===== src/rtl/muldiv_pkg.sv =====
package muldiv_pkg;

    typedef enum logic [2:0] {
        OP_SMUL  = 3'd0,
        OP_UMUL  = 3'd1,
        OP_SDIV  = 3'd2,
        OP_UDIV  = 3'd3,
        OP_MULLO = 3'd4
    } op_e;

    function automatic logic op_is_div(input op_e o);
        return (o == OP_SDIV) || (o == OP_UDIV);
    endfunction

    function automatic logic op_is_signed(input op_e o);
        return (o == OP_SMUL) || (o == OP_SDIV) || (o == OP_MULLO);
    endfunction

endpackage


===== src/rtl/muldiv_prep.sv =====
// Converts operands to magnitudes and records the sign corrections to apply at the end.
module muldiv_prep
    import muldiv_pkg::*;
#(
    parameter int W = 32
) (
    input  op_e          op,
    input  logic [W-1:0] a,
    input  logic [W-1:0] b,
    output logic [W-1:0] mag_a,
    output logic [W-1:0] mag_b,
    output logic         neg_lo,
    output logic         neg_hi
);
    logic sa, sb, b_zero;

    always_comb begin
        sa     = op_is_signed(op) & a[W-1];
        sb     = op_is_signed(op) & b[W-1];
        b_zero = (b == '0);
        mag_a  = sa ? (~a + 1'b1) : a;
        mag_b  = sb ? (~b + 1'b1) : b;
        if (op_is_div(op)) begin
            // Quotient is never negated for a zero divisor: it stays all ones.
            neg_lo = (sa ^ sb) & ~b_zero;
            neg_hi = sa;
        end else begin
            neg_lo = sa ^ sb;
            neg_hi = 1'b0;
        end
    end
endmodule


===== src/rtl/muldiv_step.sv =====
// One iteration: shift-and-add for multiply, restoring shift-and-subtract for divide.
module muldiv_step #(
    parameter int W = 32
) (
    input  logic           is_div,
    input  logic [2*W-1:0] acc,
    input  logic [W-1:0]   opb,
    output logic [2*W-1:0] acc_nxt
);
    logic [W:0]   sum;
    logic [W:0]   shifted;
    logic         fits;
    logic [W-1:0] diff;

    always_comb begin
        sum     = {1'b0, acc[2*W-1:W]} + {1'b0, opb};
        shifted = {acc[2*W-1:W], acc[W-1]};
        fits    = shifted >= {1'b0, opb};
        diff    = shifted[W-1:0] - opb;
        if (is_div) begin
            acc_nxt = fits ? {diff, acc[W-2:0], 1'b1}
                           : {shifted[W-1:0], acc[W-2:0], 1'b0};
        end else begin
            acc_nxt = acc[0] ? {sum, acc[W-1:1]}
                             : {1'b0, acc[2*W-1:W], acc[W-1:1]};
        end
    end
endmodule


===== src/rtl/muldiv_fix.sv =====
// Applies sign corrections and maps the final accumulator onto HI/LO.
module muldiv_fix #(
    parameter int W = 32
) (
    input  logic           is_div,
    input  logic [2*W-1:0] acc,
    input  logic           neg_lo,
    input  logic           neg_hi,
    output logic [W-1:0]   hi_res,
    output logic [W-1:0]   lo_res
);
    logic [2*W-1:0] prod;
    logic [W-1:0]   quo, rem;

    always_comb begin
        prod = neg_lo ? (~acc + 1'b1) : acc;
        quo  = neg_lo ? (~acc[W-1:0] + 1'b1) : acc[W-1:0];
        rem  = neg_hi ? (~acc[2*W-1:W] + 1'b1) : acc[2*W-1:W];
        if (is_div) begin
            hi_res = rem;
            lo_res = quo;
        end else begin
            hi_res = prod[2*W-1:W];
            lo_res = prod[W-1:0];
        end
    end
endmodule


===== src/rtl/muldiv_hilo.sv =====
module muldiv_hilo
    import muldiv_pkg::*;
#(
    parameter int W = 32
) (
    input  logic         clk,
    input  logic         rst_n,
    input  logic         start,
    input  logic [2:0]   op,
    input  logic [W-1:0] opnd_a,
    input  logic [W-1:0] opnd_b,
    input  logic         wr_hi,
    input  logic         wr_lo,
    input  logic [W-1:0] wr_data,
    output logic         busy,
    output logic [W-1:0] hi_out,
    output logic [W-1:0] lo_out,
    output logic [W-1:0] mul_low
);
    localparam int ITERS = W;
    localparam int CNT_W = $clog2(ITERS);
    localparam logic [CNT_W-1:0] LAST = CNT_W'(ITERS - 1);

    typedef struct packed {
        logic           busy;
        op_e            op;
        logic [CNT_W-1:0] cnt;
        logic [2*W-1:0] acc;
        logic [W-1:0]   opb;
        logic           neg_lo;
        logic           neg_hi;
        logic [W-1:0]   hi;
        logic [W-1:0]   lo;
        logic [W-1:0]   mlow;
    } state_t;

    state_t st_d, st_q;

    op_e            op_in;
    logic           op_ok;
    logic [W-1:0]   mag_a, mag_b;
    logic           pn_lo, pn_hi;
    logic [2*W-1:0] acc_nxt;
    logic [W-1:0]   fix_hi, fix_lo;

    assign op_in = op_e'(op);
    assign op_ok = (op <= 3'd4);

    muldiv_prep #(.W(W)) prep_i (
        .op     (op_in),
        .a      (opnd_a),
        .b      (opnd_b),
        .mag_a  (mag_a),
        .mag_b  (mag_b),
        .neg_lo (pn_lo),
        .neg_hi (pn_hi)
    );

    muldiv_step #(.W(W)) step_i (
        .is_div  (op_is_div(st_q.op)),
        .acc     (st_q.acc),
        .opb     (st_q.opb),
        .acc_nxt (acc_nxt)
    );

    muldiv_fix #(.W(W)) fix_i (
        .is_div (op_is_div(st_q.op)),
        .acc    (acc_nxt),
        .neg_lo (st_q.neg_lo),
        .neg_hi (st_q.neg_hi),
        .hi_res (fix_hi),
        .lo_res (fix_lo)
    );

    always_comb begin
        st_d = st_q;
        if (!st_q.busy) begin
            if (wr_hi) st_d.hi = wr_data;
            if (wr_lo) st_d.lo = wr_data;
            if (start && op_ok) begin
                st_d.busy   = 1'b1;
                st_d.op     = op_in;
                st_d.cnt    = '0;
                st_d.acc    = {{W{1'b0}}, mag_a};
                st_d.opb    = mag_b;
                st_d.neg_lo = pn_lo;
                st_d.neg_hi = pn_hi;
            end
        end else begin
            st_d.acc = acc_nxt;
            st_d.cnt = st_q.cnt + 1'b1;
            if (st_q.cnt == LAST) begin
                st_d.busy = 1'b0;
                if (st_q.op == OP_MULLO) begin
                    st_d.mlow = fix_lo;
                end else begin
                    st_d.hi = fix_hi;
                    st_d.lo = fix_lo;
                end
            end
        end
    end

    always_ff @(posedge clk or negedge rst_n) begin
        if (!rst_n) st_q <= '0;
        else        st_q <= st_d;
    end

    assign busy    = st_q.busy;
    assign hi_out  = st_q.hi;
    assign lo_out  = st_q.lo;
    assign mul_low = st_q.mlow;


    busy_start_chk: assert property (@(posedge clk) disable iff (!rst_n)
        $rose(busy) |-> st_q.cnt == '0);


    busy_len_chk: assert property (@(posedge clk) disable iff (!rst_n)
        $fell(busy) |-> $past(st_q.cnt) == LAST);


    hilo_hold_chk: assert property (@(posedge clk) disable iff (!rst_n)
        busy && $past(busy) |-> $stable(hi_out) && $stable(lo_out));


    start_ignored_chk: assert property (@(posedge clk) disable iff (!rst_n)
        busy && start && st_q.cnt != LAST |=> busy && $stable(st_q.op) && $stable(st_q.opb));


    divzero_quo_chk: assert property (@(posedge clk) disable iff (!rst_n)
        $fell(busy) && op_is_div($past(st_q.op)) && $past(st_q.opb) == '0 |-> lo_out == '1);


    mullo_keeps_hilo_chk: assert property (@(posedge clk) disable iff (!rst_n)
        $fell(busy) && $past(st_q.op) == OP_MULLO |-> $stable(hi_out) && $stable(lo_out));


    reserved_op_chk: assert property (@(posedge clk) disable iff (!rst_n)
        !busy && start && op > 3'd4 |=> !busy);
endmodule


===== config.mk =====
export PLATFORM = sky130hd
export DESIGN_NAME = muldiv_hilo
export DESIGN_NICKNAME = d
export VERILOG_FILES = /design/src/rtl/muldiv_pkg.sv /design/src/rtl/muldiv_prep.sv /design/src/rtl/muldiv_step.sv /design/src/rtl/muldiv_fix.sv /design/src/rtl/muldiv_hilo.sv
export SDC_FILE = /design/constraint.sdc
export NUM_CORES = 1
export LEC_CHECK = 0
export BUFFER_PORTS_ARGS = -buffer_cell sky130_fd_sc_hd__clkbuf_2
export CAP_MARGIN = 10
export CELL_PAD_IN_SITES_DETAIL_PLACEMENT = 1
export CELL_PAD_IN_SITES_GLOBAL_PLACEMENT = 1
export CORE_UTILIZATION = 40
export CTS_BUF_LIST = sky130_fd_sc_hd__clkbuf_4 sky130_fd_sc_hd__clkbuf_8 sky130_fd_sc_hd__clkbuf_16
export DETAILED_ROUTE_END_ITERATION = 16
export PLACE_DENSITY = 0.82
export RECOVER_POWER = 100
export SYNTH_ARGS = -nofsm -noshare
export SYNTH_HDL_FRONTEND = slang
export SYNTH_SLANG_ARGS = --single-unit

===== constraint.sdc =====
create_clock -name clk -period 5.9 [get_ports clk]
set_input_delay 0.59 -clock clk [delete_from_list [all_inputs] [get_ports clk]]
set_output_delay 0.59 -clock clk [all_outputs]
set_load 0.02 [all_outputs]

* After elaboration in Yosys (flattened, before gate mapping) *
Index checks and enable logic that the tools add are counted.

storage, ports and cells
  bits of input ports = 104
  logic and storage cells = 76
  register bits after elaboration = 203

operators by class
  add/sub/neg operators = 8
  mux-type cells = 22
  $lt $le $gt $ge = 2
  bitwise gates (word level) = 11
  equal/unequal tests = 9
  reduce and logical (&&, ||, !) cells = 14

operators by type and width
  operator                 number
  $mux W64                 6
  $mux W32                 9
  $add A32 B1 Y32 const B  4
  $not A32 Y32             4
  $mux W107                1
  $mux W96                 1
  $mux W69                 1
  $add A64 B1 Y64 const B  1
  $not A64 Y64             1
  $add A32 B32 Y33         1
  $ge A33 B32 Y1           1
  $logic_not A32 Y1        1
  $sub A32 B32 Y32         1
  $eq A3 B2 Y1 const B     4
  $reduce_and A3 Y1        3
  $eq A3 B3 Y1 const B     2
  $reduce_bool A2 Y1       3
  $add A5 B1 Y5 const B    1
  $eq A5 B5 Y1 const B     1
  $logic_or A1 B1 Y1       4
  $mux W1                  4
  $and A1 B1 Y1            3
  $le A3 B3 Y1 const B     1
  $logic_not A3 Y1         1
  other kinds (6)          7

* Logic depth before layout (Yosys ltp) *
  depth in word-level cells = 10
  depth in mapped cells = 22
  mapped depth without buffers = 20

* Hierarchy *
From an unflattened synthesis, not the netlist that was laid out.

second synthesis, totals
  cell total of the unflattened synthesis = 2009
  area total of the unflattened synthesis = 17944.7 µm²

modules (own cells, without submodules)
  module       sequential area each (µm²)  cells each  instances  area each (µm²)
  muldiv_hilo  5079.9                      758         1          9394.0
  muldiv_step  0.0                         752         1          5119.9
  muldiv_fix   0.0                         291         1          1909.3
  muldiv_prep  0.0                         208         1          1521.5

* Worst setup path after synthesis *
Ideal clock, no wire load.

  path type = flip-flop to flip-flop
  from = register st_q[169] (netlist name)
  to = register st_q, in the netlist hi_out[28]
  data arrival time = 4.653 ns
  setup time = 0.094 ns
  clock period less this slack = 4.746 ns
  data required time = 5.806 ns
  slack = 1.154 ns
  buffers on the path = 1
  cell stages (with the launch flop) = 21
  path through = dfrtp_1 -> ha_1 -> clkbuf_2 -> a21oi_1 -> o21ai_0 -> a21oi_1 -> a311o_1 -> nand3_1 -> o21a_1 -> inv_1 -> ha_1 -> nand4b_1 -> nor4_1 -> o2111ai_1 -> or2_1 -> o21ai_0 -> o21ai_0 -> or2_4 -> a211oi_2 -> xnor2_1 -> a221oi_2

on the way
  longest elaborated chain between the ends = 10
  elaborated cells between the ends (all ways) = 16
  classes of those cells = add/sub (4); order compare (1); mux (9); bitwise (2)

ends and longest elaborated chain
  element                                                    line                                  text
  start: declaration                                         muldiv_hilo.sv:37                     state_t st_d, st_q;
  start signal: assignment                                   muldiv_hilo.sv:106                    else st_q <= st_d;
  $add A32 B32 Y33, or another cell as far along             muldiv_step.sv:16                     sum = {1'b0, acc[2*W-1:W]} + {1'b0, opb};
  $mux W64 (on tied branches)                                muldiv_step.sv:24, muldiv_step.sv:21
  $mux W64 (*)                                               muldiv_step.sv:20                     if (is_div) begin
  $not A64 Y64 / $not A32 Y32 (equally long branches)        muldiv_fix.sv:16, muldiv_fix.sv:18
  $add A64 B1 Y64 / $add A32 B1 Y32 (equally long branches)  muldiv_fix.sv:16, muldiv_fix.sv:18
  $mux W64 / $mux W32 (equally long branches)                muldiv_fix.sv:16, muldiv_fix.sv:18
  $mux W32 (*)                                               muldiv_fix.sv:19                      if (is_div) begin
  $mux W64 (*)                                               muldiv_hilo.sv:94                     if (st_q.op == OP_MULLO) begin
  $mux W96 (*)                                               muldiv_hilo.sv:92                     if (st_q.cnt == LAST) begin
  $mux W64 (*)                                               muldiv_hilo.sv:77                     if (!st_q.busy) begin

Every way passes the cells marked *; elsewhere a longest branch is shown, timed or not. The select of a mux whose other input is x is not followed.
A chain may end at the register's enable or synchronous reset.

* Worst setup path in the final report *
  from = register st_q[169] (netlist name)
  to = register st_q, in the netlist hi_out[22]

Same word-level chain as after synthesis.

==> flow_summary_export.csv <==
group,metric,value,unit
status,status,"finished, violations left",
status,failed_checks,"max-capacitance violations, max-slew violations",
sta,finalCritPeriodShare,0.968,
detailed_routing,wl_per_cell,25.0,um
placement,finalWeightedCongestion,0.965,
sta,worst_pin_slew,3340,ps
grt,grt_pass1_wl,107,mm
synth,synth_warnings,0,
sta,max_freq,0.175,GHz
floorplanning,core_area,42400,um^2
synth,synth_top_area_frac,0.293,
setup_path,worst-setup-path-type,"reg2reg",
sta,rsz0062_at_grt,"false",
sta,setup_tns,0,ps
sta,hold_viol_final,0,
setup_path,endpoint_kind,"flip-flop",
sta,clock_skew,15.7,ps
final_layout,antenna_cells,0,
detailed_routing,drtIter0Drc,1866,
synth,synth_edf_count,0,
sta,finalMaxSlewViolations,354,
setup_path,required,6350,ps
grt,grt_use_total,0.313,
detailed_routing,drc,0,
placement,numPortBuffers,200,
final_layout,layout_commonest_cell,"nand2_1",
synth,syn-cell-area,17400,um^2
floorplanning,die-area,44200,um^2
detailed_routing,vias,17800,
synth,async_flop_share,1.00,
grt,antenna_found_initial,3,
sta,finalCriticalPeriod,5710,ps
detailed_routing,viasPerCell,6.28,
setup_path,startpoint_type,"flip-flop",
final_layout,multiInputGateArea,10800,um^2
sta,max_slew_margin,-1.23,
grt,grt_pass1_vias,17600,
final_layout,regArea,5080,um^2
clock_tree,clkLatencyLatePin,570,ps
detailed_routing,routed_wl,70.9,mm
grt,grt_start_max_net_pins,110,
flow_run,drv_cap,6,
final_layout,nets,2420,
synth,yosysTopAreaCell,"dfrtp_1",
synth,synth_top_flop_cell,"dfrtp_1",
clock_tree,numCtsBuffers,25,
floorplanning,pin_count,201,
placement,hpwl,54.7,mm
detailed_routing,dr.pass1.iters,5,
floorplanning,start_util,0.409,
floorplanning,die_height,210,um
final_layout,area_growth,9.22,%
detailed_routing,antenna_left,0,
clock_tree,htree_levels,1,
setup_path,reg2reg_slack,190,ps
floorplanning,rows,75,
floorplanning,dieWidth,210,um
hold_path,min_path_type,"in2reg",
clock_tree,cts_tree,"yes",
final_layout,drive_gt1_frac,0.108,
clock_tree,path_clk_slew,60,ps
synth,seq_area_frac_synth,0.293,
synth,yosysUniqueCellTypes,98,
clock_tree,clkSinkCount,203,
final_layout,fillers,5289,
synth,avgSynthCellArea,7.93,um^2
synth,ys_seq_elements,203,
sta,setup_viol,0,
synth,synthesis.nets,2365,
final_layout,layout_common_cells,"nand2_1, o21ai_0, dfrtp_1, a21oi_1, nor2_1",
clock_tree,root_buffer,"clkbuf_16",
synth,netlist_instances,2189,
grt,grt-ovfl-total,0,
setup_path,cp.arrival,6160,ps
synth,synth_area_leaders,"dfrtp_1, o21ai_0, nand2_1, a21oi_1, ha_1",
clock_tree,cts_buffer_depth,3,
setup_path,critPathMaxFanout,15,
-- flip-flops by register name, summed over array words and instances, names as in the netlist --
signal / cells
st_q: 106
lo_out: 32
busy: 1
hi_out: 32
mul_low: 32
-- final timing paths --
path | start | to | cells after the start
setup / recovery | st_q[169]$_DFFE_PN0P_ | hi_out[22]$_DFFE_PN0P_ | 16
hold / removal | op[2] | st_q[96]$_DFFE_PN0P_ | 2
setup reg to reg | st_q[169]$_DFFE_PN0P_ | hi_out[22]$_DFFE_PN0P_ | 16
hold reg to reg | lo_out[3]$_DFFE_PN0P_ | lo_out[3]$_DFFE_PN0P_ | 2
max in group asynchronous | rst_n | st_q[133]$_DFFE_PN0P_ | 2
min in group asynchronous | rst_n | lo_out[6]$_DFFE_PN0P_ | 1
-- per-layer routing --
| layer | routed length, um | GRT usage |
|---|---|---|
| met2 | 31900 | 0.489 |
| met1 | 31500 | 0.445 |
| met4 | 1940 | 0.0846 |
| met3 | 5510 | 0.0498 |
| met5 | 13 | 0 |
-- cells in the mapped netlist, drive strengths merged (21+ instances only) --
cell type / instances
nor3: 61
mux2: 32
a211oi: 25
dfrtp: 203
nor2b: 27
clkbuf: 96
buf: 122
nor2: 143
inv: 63
a21o: 27
a22oi: 21
or3: 24
mux2i: 66
a31oi: 26
ha: 70
a21oi: 195
xor2: 75
o31ai: 25
xnor2: 67
nand2: 269
and3: 27
nand4: 21
nand3: 45
o21ai: 227
-- critical path, stage by stage (launching register included) --
cell and delay, ps:
dfrtp_1 460, ha_1 420, a21oi_1 270, o21ai_0 190, a21oi_2 410, a311o_1 280
buf_4 260, nand2_1 470, and3_1 400, a211oi_1 340, ha_1 250, nor3b_1 440
nand3b_1 220, nor3_1 470, a41oi_1 290, xor2_1 230, a21o_1 210
-- stage by stage --
stage	hold WS [ps]	std cells	cell area [um^2]	utilization	setup slack, ps
2_1_floorplan	294	2189	17400	-	1150
3_3_place_gp	464	2794	18300	0.431	824
3_5_place_dp	469	2794	18300	0.431	453
4_1_cts	204	2840	19200	0.452	349
5_1_grt	314	2840	19000	0.447	25.3
6_report	308	2840	19000	0.447	190
-- cells by family (layout without fill, tap and decap cells) --
logic type	count (synthesis)	in the layout	synth area share
DFF	203	203	0.293
muxes	98	98	0.0588
AOI/OAI and AO/OA	691	691	0.248
buffers and inverters	282	356	0.0837
and+or+nand+nor	701	701	0.193
adders and majority gates	72	72	0.0528
xor gates and xnor gates	142	142	0.0717
-- cell type report --
class | count | area share
multi-input combinational | 1704 | 0.572
clock inverter | 11 | 0.00779
timing repair buffer | 246 | 0.0624
clock buffer | 35 | 0.0393
tap | 577 | 0.0381
inverter | 64 | 0.0127
sequential | 203 | 0.268
-- what timing repair did --
action                     in CTS  in global routing
hold buffers                    0                  0
setup endpoints to repair       0                  8
resized for setup               0                  2
buffers inserted                0                  0
Power is not shown: default switching activity piles up to over one toggle a cycle in this logic, so the estimate is an artifact.
